`src/rtl/lazy_ovf_pkg.sv`:
```
package lazy_ovf_pkg;
  localparam int KIND_W = 3;

  typedef enum logic [KIND_W-1:0] {
    OPK_EAGER = 3'd0,
    OPK_DEC   = 3'd1,
    OPK_INC   = 3'd2,
    OPK_SHIFT = 3'd3,
    OPK_SUB   = 3'd4
  } op_kind_e;
endpackage

```
`src/rtl/lazy_ovf_store.sv`:
```
module lazy_ovf_store
  import lazy_ovf_pkg::*;
#(
  parameter int DATA_W = 16
) (
  input  logic              clk,
  input  logic              rst,
  input  logic              wr_en,
  input  logic [KIND_W-1:0] wr_kind,
  input  logic [DATA_W-1:0] wr_src,
  input  logic [DATA_W-1:0] wr_dst,
  input  logic [DATA_W-1:0] wr_res,
  input  logic              wr_byte,
  output logic [KIND_W-1:0] q_kind,
  output logic [DATA_W-1:0] q_src,
  output logic [DATA_W-1:0] q_dst,
  output logic [DATA_W-1:0] q_res,
  output logic              q_byte
);
  always_ff @(posedge clk) begin
    if (rst) begin
      q_kind <= OPK_EAGER;
      q_src  <= '0;
      q_dst  <= '0;
      q_res  <= '0;
      q_byte <= 1'b0;
    end else if (wr_en) begin
      q_kind <= wr_kind;
      q_src  <= wr_src;
      q_dst  <= wr_dst;
      q_res  <= wr_res;
      q_byte <= wr_byte;
    end
  end

  // a strobe loads every field on the edge
  a_r9_capture: assert property (@(posedge clk) disable iff (rst)
    wr_en |=> (q_res == $past(wr_res)) && (q_dst == $past(wr_dst))
              && (q_src == $past(wr_src)) && (q_kind == $past(wr_kind)));

  // without a strobe the record is held
  a_r9_hold: assert property (@(posedge clk) disable iff (rst)
    !wr_en |=> $stable(q_res) && $stable(q_dst) && $stable(q_src)
               && $stable(q_kind) && $stable(q_byte));
endmodule

```
`src/rtl/lazy_ovf_calc.sv`:
```
module lazy_ovf_calc
  import lazy_ovf_pkg::*;
#(
  parameter int DATA_W    = 16,
  parameter int EAGER_BIT = 11
) (
  input  logic [KIND_W-1:0] kind,
  input  logic [DATA_W-1:0] src,
  input  logic [DATA_W-1:0] dst,
  input  logic [DATA_W-1:0] res,
  input  logic              is_byte,
  output logic              ovf
);
  localparam int HALF_W = DATA_W / 2;
  localparam logic [DATA_W-1:0] LIM_BYTE  = {{(DATA_W-HALF_W){1'b0}}, {HALF_W{1'b1}}};
  localparam logic [DATA_W-1:0] SIGN_BYTE = DATA_W'(1) << (HALF_W - 1);
  localparam logic [DATA_W-1:0] SIGN_WORD = DATA_W'(1) << (DATA_W - 1);

  logic [DATA_W-1:0] lim, sign_m, s_w, d_w, r_w;

  always_comb begin
    lim    = is_byte ? LIM_BYTE : '1;
    sign_m = is_byte ? SIGN_BYTE : SIGN_WORD;
    s_w    = src & lim;
    d_w    = dst & lim;
    r_w    = res & lim;
  end

  always_comb begin
    case (kind)
      OPK_EAGER: ovf = res[EAGER_BIT];
      OPK_DEC:   ovf = (r_w == (sign_m - DATA_W'(1)));
      OPK_INC:   ovf = (r_w == sign_m);
      OPK_SHIFT: ovf = |(sign_m & (d_w ^ r_w));
      OPK_SUB:   ovf = |(sign_m & (s_w ^ d_w) & (d_w ^ r_w));
      default:   ovf = 1'b0;
    endcase
  end
endmodule

```
`src/rtl/lazy_ovf_eval.sv`:
```
module lazy_ovf_eval
  import lazy_ovf_pkg::*;
#(
  parameter int DATA_W    = 16,
  parameter int EAGER_BIT = 11
) (
  input  logic              clk,
  input  logic              rst,
  input  logic              rec_valid,
  input  logic [KIND_W-1:0] rec_kind,
  input  logic [DATA_W-1:0] rec_src,
  input  logic [DATA_W-1:0] rec_dst,
  input  logic [DATA_W-1:0] rec_res,
  input  logic              rec_byte,
  output logic              ovf_out
);
  localparam int HALF_W = DATA_W / 2;

  logic [KIND_W-1:0] st_kind;
  logic [DATA_W-1:0] st_src, st_dst, st_res;
  logic              st_byte;

  lazy_ovf_store #(.DATA_W(DATA_W)) u_store (
    .clk(clk), .rst(rst), .wr_en(rec_valid),
    .wr_kind(rec_kind), .wr_src(rec_src), .wr_dst(rec_dst),
    .wr_res(rec_res), .wr_byte(rec_byte),
    .q_kind(st_kind), .q_src(st_src), .q_dst(st_dst),
    .q_res(st_res), .q_byte(st_byte)
  );

  lazy_ovf_calc #(.DATA_W(DATA_W), .EAGER_BIT(EAGER_BIT)) u_calc (
    .kind(st_kind), .src(st_src), .dst(st_dst), .res(st_res),
    .is_byte(st_byte), .ovf(ovf_out)
  );

  // reset leaves no overflow visible
  a_r1_reset_clear: assert property (@(posedge clk)
    rst |=> !ovf_out);

  // unknown kinds never report overflow
  a_r7_unknown_kind: assert property (@(posedge clk) disable iff (rst)
    (st_kind > KIND_W'(4)) |-> !ovf_out);

  // unchanged sign through a shift gives no overflow
  a_r5_shift_same: assert property (@(posedge clk) disable iff (rst)
    (st_kind == OPK_SHIFT && st_dst == st_res) |-> !ovf_out);

  // subtract overflow needs operands of opposite sign
  a_r4_sub_signs: assert property (@(posedge clk) disable iff (rst)
    (st_kind == OPK_SUB && !st_byte && ovf_out) |-> (st_src[DATA_W-1] != st_dst[DATA_W-1]));

  // eager kind follows the stored flag bit
  a_r6_eager_bit: assert property (@(posedge clk) disable iff (rst)
    (st_kind == OPK_EAGER) |-> (ovf_out == st_res[EAGER_BIT]));

  // in byte mode an INC overflow means the low byte is exactly 0x80
  a_r8_byte_inc: assert property (@(posedge clk) disable iff (rst)
    (st_kind == OPK_INC && st_byte && ovf_out) |-> (st_res[HALF_W-1:0] == {1'b1, {(HALF_W-1){1'b0}}}));
endmodule

```
`config.mk`:
```
export PLATFORM = sky130hd
export DESIGN_NAME = lazy_ovf_eval
export DESIGN_NICKNAME = d
export VERILOG_FILES = /design/src/rtl/lazy_ovf_pkg.sv /design/src/rtl/lazy_ovf_store.sv /design/src/rtl/lazy_ovf_calc.sv /design/src/rtl/lazy_ovf_eval.sv
export SDC_FILE = /design/constraint.sdc
export NUM_CORES = 1
export LEC_CHECK = 0
export BUFFER_PORTS_ARGS = -buffer_cell sky130_fd_sc_hd__clkbuf_2
export CAP_MARGIN = 20
export CORE_ASPECT_RATIO = 1.1
export CORE_UTILIZATION = 47
export DETAILED_ROUTE_END_ITERATION = 10
export PLACE_DENSITY_LB_ADDON = 0.3
export SYNTH_ARGS = -nofsm -noshare
export SYNTH_HDL_FRONTEND = slang
export SYNTH_SLANG_ARGS = --single-unit
```
`constraint.sdc`:
```
create_clock -name clk -period 2.55 [get_ports clk]
set_clock_uncertainty 0.1 [all_clocks]
set_input_delay 0.51 -clock clk [delete_from_list [all_inputs] [get_ports clk]]
set_output_delay 0.51 -clock clk [all_outputs]
set_load 0.01 [all_outputs]
```
==> results of run 1 <==
synth_stat cells (2+ instances only):
master / instances / area share
mux2i_1: 24 / 0.22
nor3_1: 3 / 0.014
clkbuf_1: 2 / 0.0069
o21ai_0: 3 / 0.014
inv_1: 2 / 0.0069
nor2b_1: 2 / 0.012
buf_2: 3 / 0.014
nand4_1: 2 / 0.012
dfxtp_1: 24 / 0.44
nor2_1: 27 / 0.093
nand2_1: 4 / 0.014
a2bb2oi_1: 2 / 0.016
a21oi_1: 2 / 0.0092
xnor2_1: 5 / 0.040
nor4_1: 3 / 0.017
per-layer routing:
metal / up-vias / wire, microns
li1: 471 / -
met1: 420 / 967
met5: - / 0
met4: 0 / 42
met2: 19 / 1150
met3: 5 / 76
worst reg2reg max path, delay by kind of cell, from the launching register on:
family                 cells  cell delay [ns]
multiplexers               1             0.12
AND/OR/NAND/NOR            1             0.06
flip-flops                 1             0.37
buffers and inverters      1             0.13
registers in the layout (all words and copies together), names as in the netlist:
name            count
u_store.q_src       2
u_store.q_dst       2
u_store.q_res      16
u_store.q_byte      1
u_store.q_kind      3
area by class of cell:
type	count	area [sq um]
Clock buffer	4	36.3
Fill cell	190	726
Inverter	2	7.51
Multi-Input combinational cell	85	608
Sequential cell	24	492
Tap cell	28	35.0
Timing Repair Buffer	33	180
worst paths after layout:
check                     from           endpoint  slack (ns)  depth (start not counted)
max          u_store.q_kind[2]            ovf_out        0.02                          8
min                 rec_dst[7]   u_store.q_dst[7]        0.32                          3
max reg2reg  u_store.q_kind[1]  u_store.q_kind[1]        1.65                          3
min reg2reg   u_store.q_res[8]   u_store.q_res[8]        0.44                          2
where the power goes:
group / switching, mW / leakage [nW] / internal (mW)
Combinational: 0.0556 / 0.399 / 0.0684
Sequential: 0.0220 / 0.200 / 0.396
Clock: 0.112 / 0.0210 / 0.0874
Total: 0.190 / 0.620 / 0.552
per-stage QoR:
stage          hold WS [ns]  TNS, ns  instance area, sq um  worst slack (ns)
2_1_floorplan         0.375        0                  1090             0.558
3_3_place_gp          0.395        0                  1230             0.318
3_5_place_dp          0.408        0                  1230             0.274
4_1_cts               0.319        0                  1300            0.0143
5_1_grt               0.319  -0.0592                  1360           -0.0592
6_report              0.321        0                  1360            0.0204
cell families (layout without fill, tap and decap cells):
kind of cell / Yosys count / in the layout / synth area share
xor+xnor: 5 / 5 / 0.0403
flops: 24 / 24 / 0.442
compound gates: 10 / 10 / 0.0667
mux: 24 / 24 / 0.221
buf+inv: 7 / 39 / 0.0276
fa+ha+maj: 1 / 1 / 0.0115
simple gates: 45 / 45 / 0.191
repair_timing:
| item | in CTS | in global routing |
|---|---|---|
| hold buffers | 0 | 0 |
| setup buffers | 1 | 5 |
| endpoints found under the setup margin | 1 | 1 |
| pin swaps | 1 | 3 |
| gates resized for setup | 7 | 6 |
==> results.json, run 1 <==
{
  "status": "complete, no violations",
  "globalRoute.busiestLayer": "met2",
  "clock_sinks": 24,
  "met3_usage": 0.0345,
  "required_ns": 1.94,
  "final_util": 0.652,
  "yosysSeqAreaShare": 0.442,
  "diodes": 0,
  "ys.flop_type": "dfxtp_1",
  "antenna_found_initial": 0,
  "grt_usage": 0.188,
  "avgSynthCellArea_sq_um": 9.37,
  "ys_async_sr_fraction": 0,
  "coreArea_sq_um": 2080,
  "clkTransAtPathRegs_ns": 0.13,
  "drc_errors": 0,
  "syn_area_sq_um": 1090,
  "ys_warn_count": 0,
  "clock_latency_ns": 0.31,
  "cts_tree": "yes",
  "grt_max_degree": 25,
  "yosysUniqueCellTypes": 23,
  "place.gp.congestion": 0.784,
  "grt_util_met2": 0.318,
  "fin_crit_sh": 0.992,
  "final_cells": 176,
  "maxCapViolCount": 0,
  "irDropWorstVdd_mv": 0.387,
  "p_leak_nw": 0.620,
  "critPathMaxFanout": 4,
  "area_growth_syn_to_layout_pct": 25.0,
  "syn_inst": 116,
  "grt_overflow": 0,
  "clockBufferDepth": 2,
  "vias": 915,
  "drive_gt1_frac": 0.311,
  "die_x_microns": 47.9,
  "crit_family": "simple AND/OR/NAND/NOR gates",
  "grt_pass1_wl_microns": 3320,
  "first_iter_violations": 13,
  "pin_count": 56,
  "routed_via_density": 5.20,
  "tightest_slew_ns": 0.765,
  "p_per_area_nw_per_um2": 546,
  "die_h_microns": 52.4,
  "synth_edf_count": 0,
  "slew_violations": 0,
  "final_common_cell": "nor2_1",
  "crit_chain": "nor3b_4 -> inv_2 -> ha_4 -> xnor2_2 -> nor3_2 -> o2111ai_1 -> o221ai_1 -> buf_2",
  "cts-root-buf": "clkbuf_4",
  "cp_num_buf_inv": 2,
  "cpMaxStageDelayCell": "dfxtp_4",
  "crit_type": "flip-flop to primary output",
  "dp.cells": 166,
  "avgRoutedWirePerCell_microns": 12.7,
  "rows": 17,
  "critPathLaunchType": "flip-flop",
  "grt_pass1_vias": 846,
  "setup_viol": 0,
  "die-area_sq_um": 2510,
  "end_kind": "primary output",
  "start_util": 0.522,
  "layout_min_cycle_time_ns": 2.53,
  "place_hpwl_microns": 1500,
  "io_buffers": 27,
  "grt_setup_unrepaired": "yes",
  "max_stage_delay_ns": 0.39,
  "slew_headroom": 0.490,
  "ant_nets": 0,
  "power.total_mw": 0.742,
  "cts_buffers": 3,
  "hold_viol_final": 0,
  "nets": 205,
  "synth_nets": 172,
  "hold_path_class": "input port to flip-flop",
  "grt_use_met1": 0.217,
  "routed_wl_microns": 2240,
  "fmax_ghz": 0.395,
  "htree_num_levels": 1,
  "yosys_register_bits": 24,
  "worstPathArrival_ns": 1.92,
  "first_pass_iters": 4,
  "final_cell_mix": "27 x nor2_1, 26 x clkbuf_2, 24 x mux2i_1, 21 x dfxtp_1, 6 x buf_4"
}
(Power assumes the default switching activity.)
==> run 2, diff against run 1 <==
- PLACE_DENSITY: unset -> 0.88
- PLACE_DENSITY_LB_ADDON: 0.3 -> unset
==> run 2 against run 1 <==
Compared with the run above: register-to-register slack got worse by 0.02 ns; final cell count decreased by 0.57%; first-iteration DRC count grew 15%; wire length down 0.31%; clock power fell by 3%.
==> results.json, run 2 (synthesis results as in run 1) <==
{
  "clock_latency_ns": 0.31,
  "clockBufferDepth": 2,
  "place.gp.congestion": 0.781,
  "grt_overflow": 0,
  "seqCellArea_sq_um": 492,
  "rr_startpoint": "u_store.q_kind[2]",
  "tightest_slew_ns": 0.813,
  "diodes": 0,
  "whs_path_depth": 3,
  "p_leak_nw": 0.611,
  "critPathMaxFanout": 2,
  "crit_path_end": "ovf_out",
  "r2r_end": "u_store.q_kind[2]",
  "start_util": 0.522,
  "ant_nets": 0,
  "crit_chain": "nor3b_4 -> inv_2 -> ha_4 -> xnor2_1 -> nor3_1 -> o2111ai_1 -> o221ai_1 -> buf_2",
  "antenna_found_initial": 0,
  "reg2reg_slack_ns": 1.63,
  "slew_headroom": 0.458,
  "grt_pass1_vias": 972,
  "vias": 933,
  "grt_usage": 0.210,
  "routed_wl_microns": 2230,
  "slew_violations": 0,
  "critPathLaunchType": "flip-flop",
  "area_growth_syn_to_layout_pct": 23.7,
  "multi_input_area_sq_um": 602,
  "maxCapViolCount": 0,
  "clkTransAtPathRegs_ns": 0.12,
  "p_per_area_nw_per_um2": 546,
  "place_hpwl_microns": 1620,
  "first_iter_violations": 15,
  "drc_errors": 0,
  "cts-root-buf": "clkbuf_4",
  "end_kind": "primary output",
  "rr_worst_depth": 3,
  "hold_viol_final": 0,
  "coreArea_sq_um": 2080,
  "die-area_sq_um": 2510,
  "reg_top3": "u_store.q_res: 16 flops, u_store.q_kind: 3 flops",
  "layout_min_cycle_time_ns": 2.48,
  "grt_max_degree": 25,
  "drive_gt1_frac": 0.299,
  "pin_count": 56,
  "required_ns": 1.94,
  "final_area_sq_um": 1350,
  "largest_register": "u_store.q_res",
  "status": "complete, no violations",
  "crit_type": "flip-flop to primary output",
  "worstPathArrival_ns": 1.87,
  "routed_via_density": 5.33,
  "tns_ns": 0,
  "largest_reg_flops": 16,
  "max_stage_delay_ns": 0.38,
  "setup_slack_ns": 0.0717,
  "hold_path_class": "input port to flip-flop",
  "final_util": 0.645,
  "first_pass_iters": 4,
  "final_common_cell": "nor2_1",
  "fin_crit_sh": 0.972,
  "fmax_ghz": 0.404,
  "setup_viol": 0,
  "irDropWorstVdd_mv": 0.525,
  "nets": 204,
  "cts_tree": "yes",
  "avgRoutedWirePerCell_microns": 12.7,
  "rows": 17,
  "place_ws_ns": 0.220,
  "cpMaxStageDelayCell": "dfxtp_4",
  "die_x_microns": 47.9,
  "final_cell_mix": "27 x nor2_1, 26 x clkbuf_2, 24 x mux2i_1, 21 x dfxtp_1",
  "io_buffers": 27,
  "die_h_microns": 52.4,
  "grt_setup_unrepaired": "no",
  "startpoint": "u_store.q_kind[2]",
  "grt_pass1_wl_microns": 3750,
  "htree_num_levels": 1,
  "n_fill_cell": 196,
  "place_area_sq_um": 1230,
  "clock_sinks": 24,
  "cts_buffers": 3
}
[run 2: cell types whose count changed in the layout (fill, tap and decap cells not counted)]
cell,delta
nor3_1,+1
buf_4,-1
xnor2_2,-1
o21ai_0,+1
nor3_2,-1
nor4_1,-1
nor4_2,+1
o21ai_1,-1
xnor2_1,+1
[run 2: worst min path at each step]
stage                                start                end  slack [ns]
after global routing           rec_kind[1]  u_store.q_kind[1]        0.33
after CTS                      rec_kind[1]  u_store.q_kind[1]        0.33
after floorplan           u_store.q_res[8]   u_store.q_res[8]        0.38
after detailed placement  u_store.q_src[7]   u_store.q_src[7]        0.41
after global placement    u_store.q_res[8]   u_store.q_res[8]        0.39
final                             rec_byte     u_store.q_byte        0.33
[run 2: final cells by class]
| class | count | share of cell area |
|---|---|---|
| tap | 28 | 0.0260 |
| clock buffer | 4 | 0.0270 |
| multi-input combinational | 85 | 0.447 |
| sequential | 24 | 0.366 |
| timing repair buffer | 32 | 0.128 |
| inverter | 2 | 0.00558 |
[run 2: timing repair]
item	CTS	global route
hold buffers	0	0
endpoints found under the hold margin	0	0
setup buffers	5	0
endpoints found under the setup margin	1	1
resized for setup	8	3
pin swaps	2	3
[run 2: critical path, delay by kind of cell (launching register included)]
family                   cells  cell delay, ns
AO/OA/AOI/OAI                2            0.25
XOR/XNOR                     1            0.13
adder cells (fa/ha/maj)      1            0.21
buffers and inverters        2            0.23
flip-flops                   1            0.38
AND/OR/NAND/NOR              2            0.36
[run 2: layer usage]
metal / up-vias / share of wire / global-route usage / routed length, microns
met5: - / 0 / 0 / 0
met4: 0 / 0.012 / 0.0741 / 27
met3: 2 / 0.041 / 0.0345 / 92
met2: 24 / 0.52 / 0.401 / 1170
met1: 442 / 0.42 / 0.217 / 940
li1: 465 / - / - / -
[run 2: per-stage QoR]
| stage | total power, mW | cells | hold slack, ns |
|---|---|---|---|
| after CTS | 0.738 | 175 | 0.325 |
| after global placement | 0.528 | 166 | 0.391 |
| final | 0.734 | 175 | 0.325 |
| after detailed placement | 0.537 | 166 | 0.410 |
| after global routing | 0.777 | 175 | 0.335 |
| after floorplan | 0.498 | 116 | 0.375 |
[run 2: power breakdown]
| part | total [mW] | internal [mW] | switching, mW |
|---|---|---|---|
| clock | 0.195 | 0.0873 | 0.107 |
| sequential | 0.417 | 0.396 | 0.0206 |
| combinational | 0.123 | 0.0655 | 0.0571 |
| total | 0.734 | 0.549 | 0.185 |
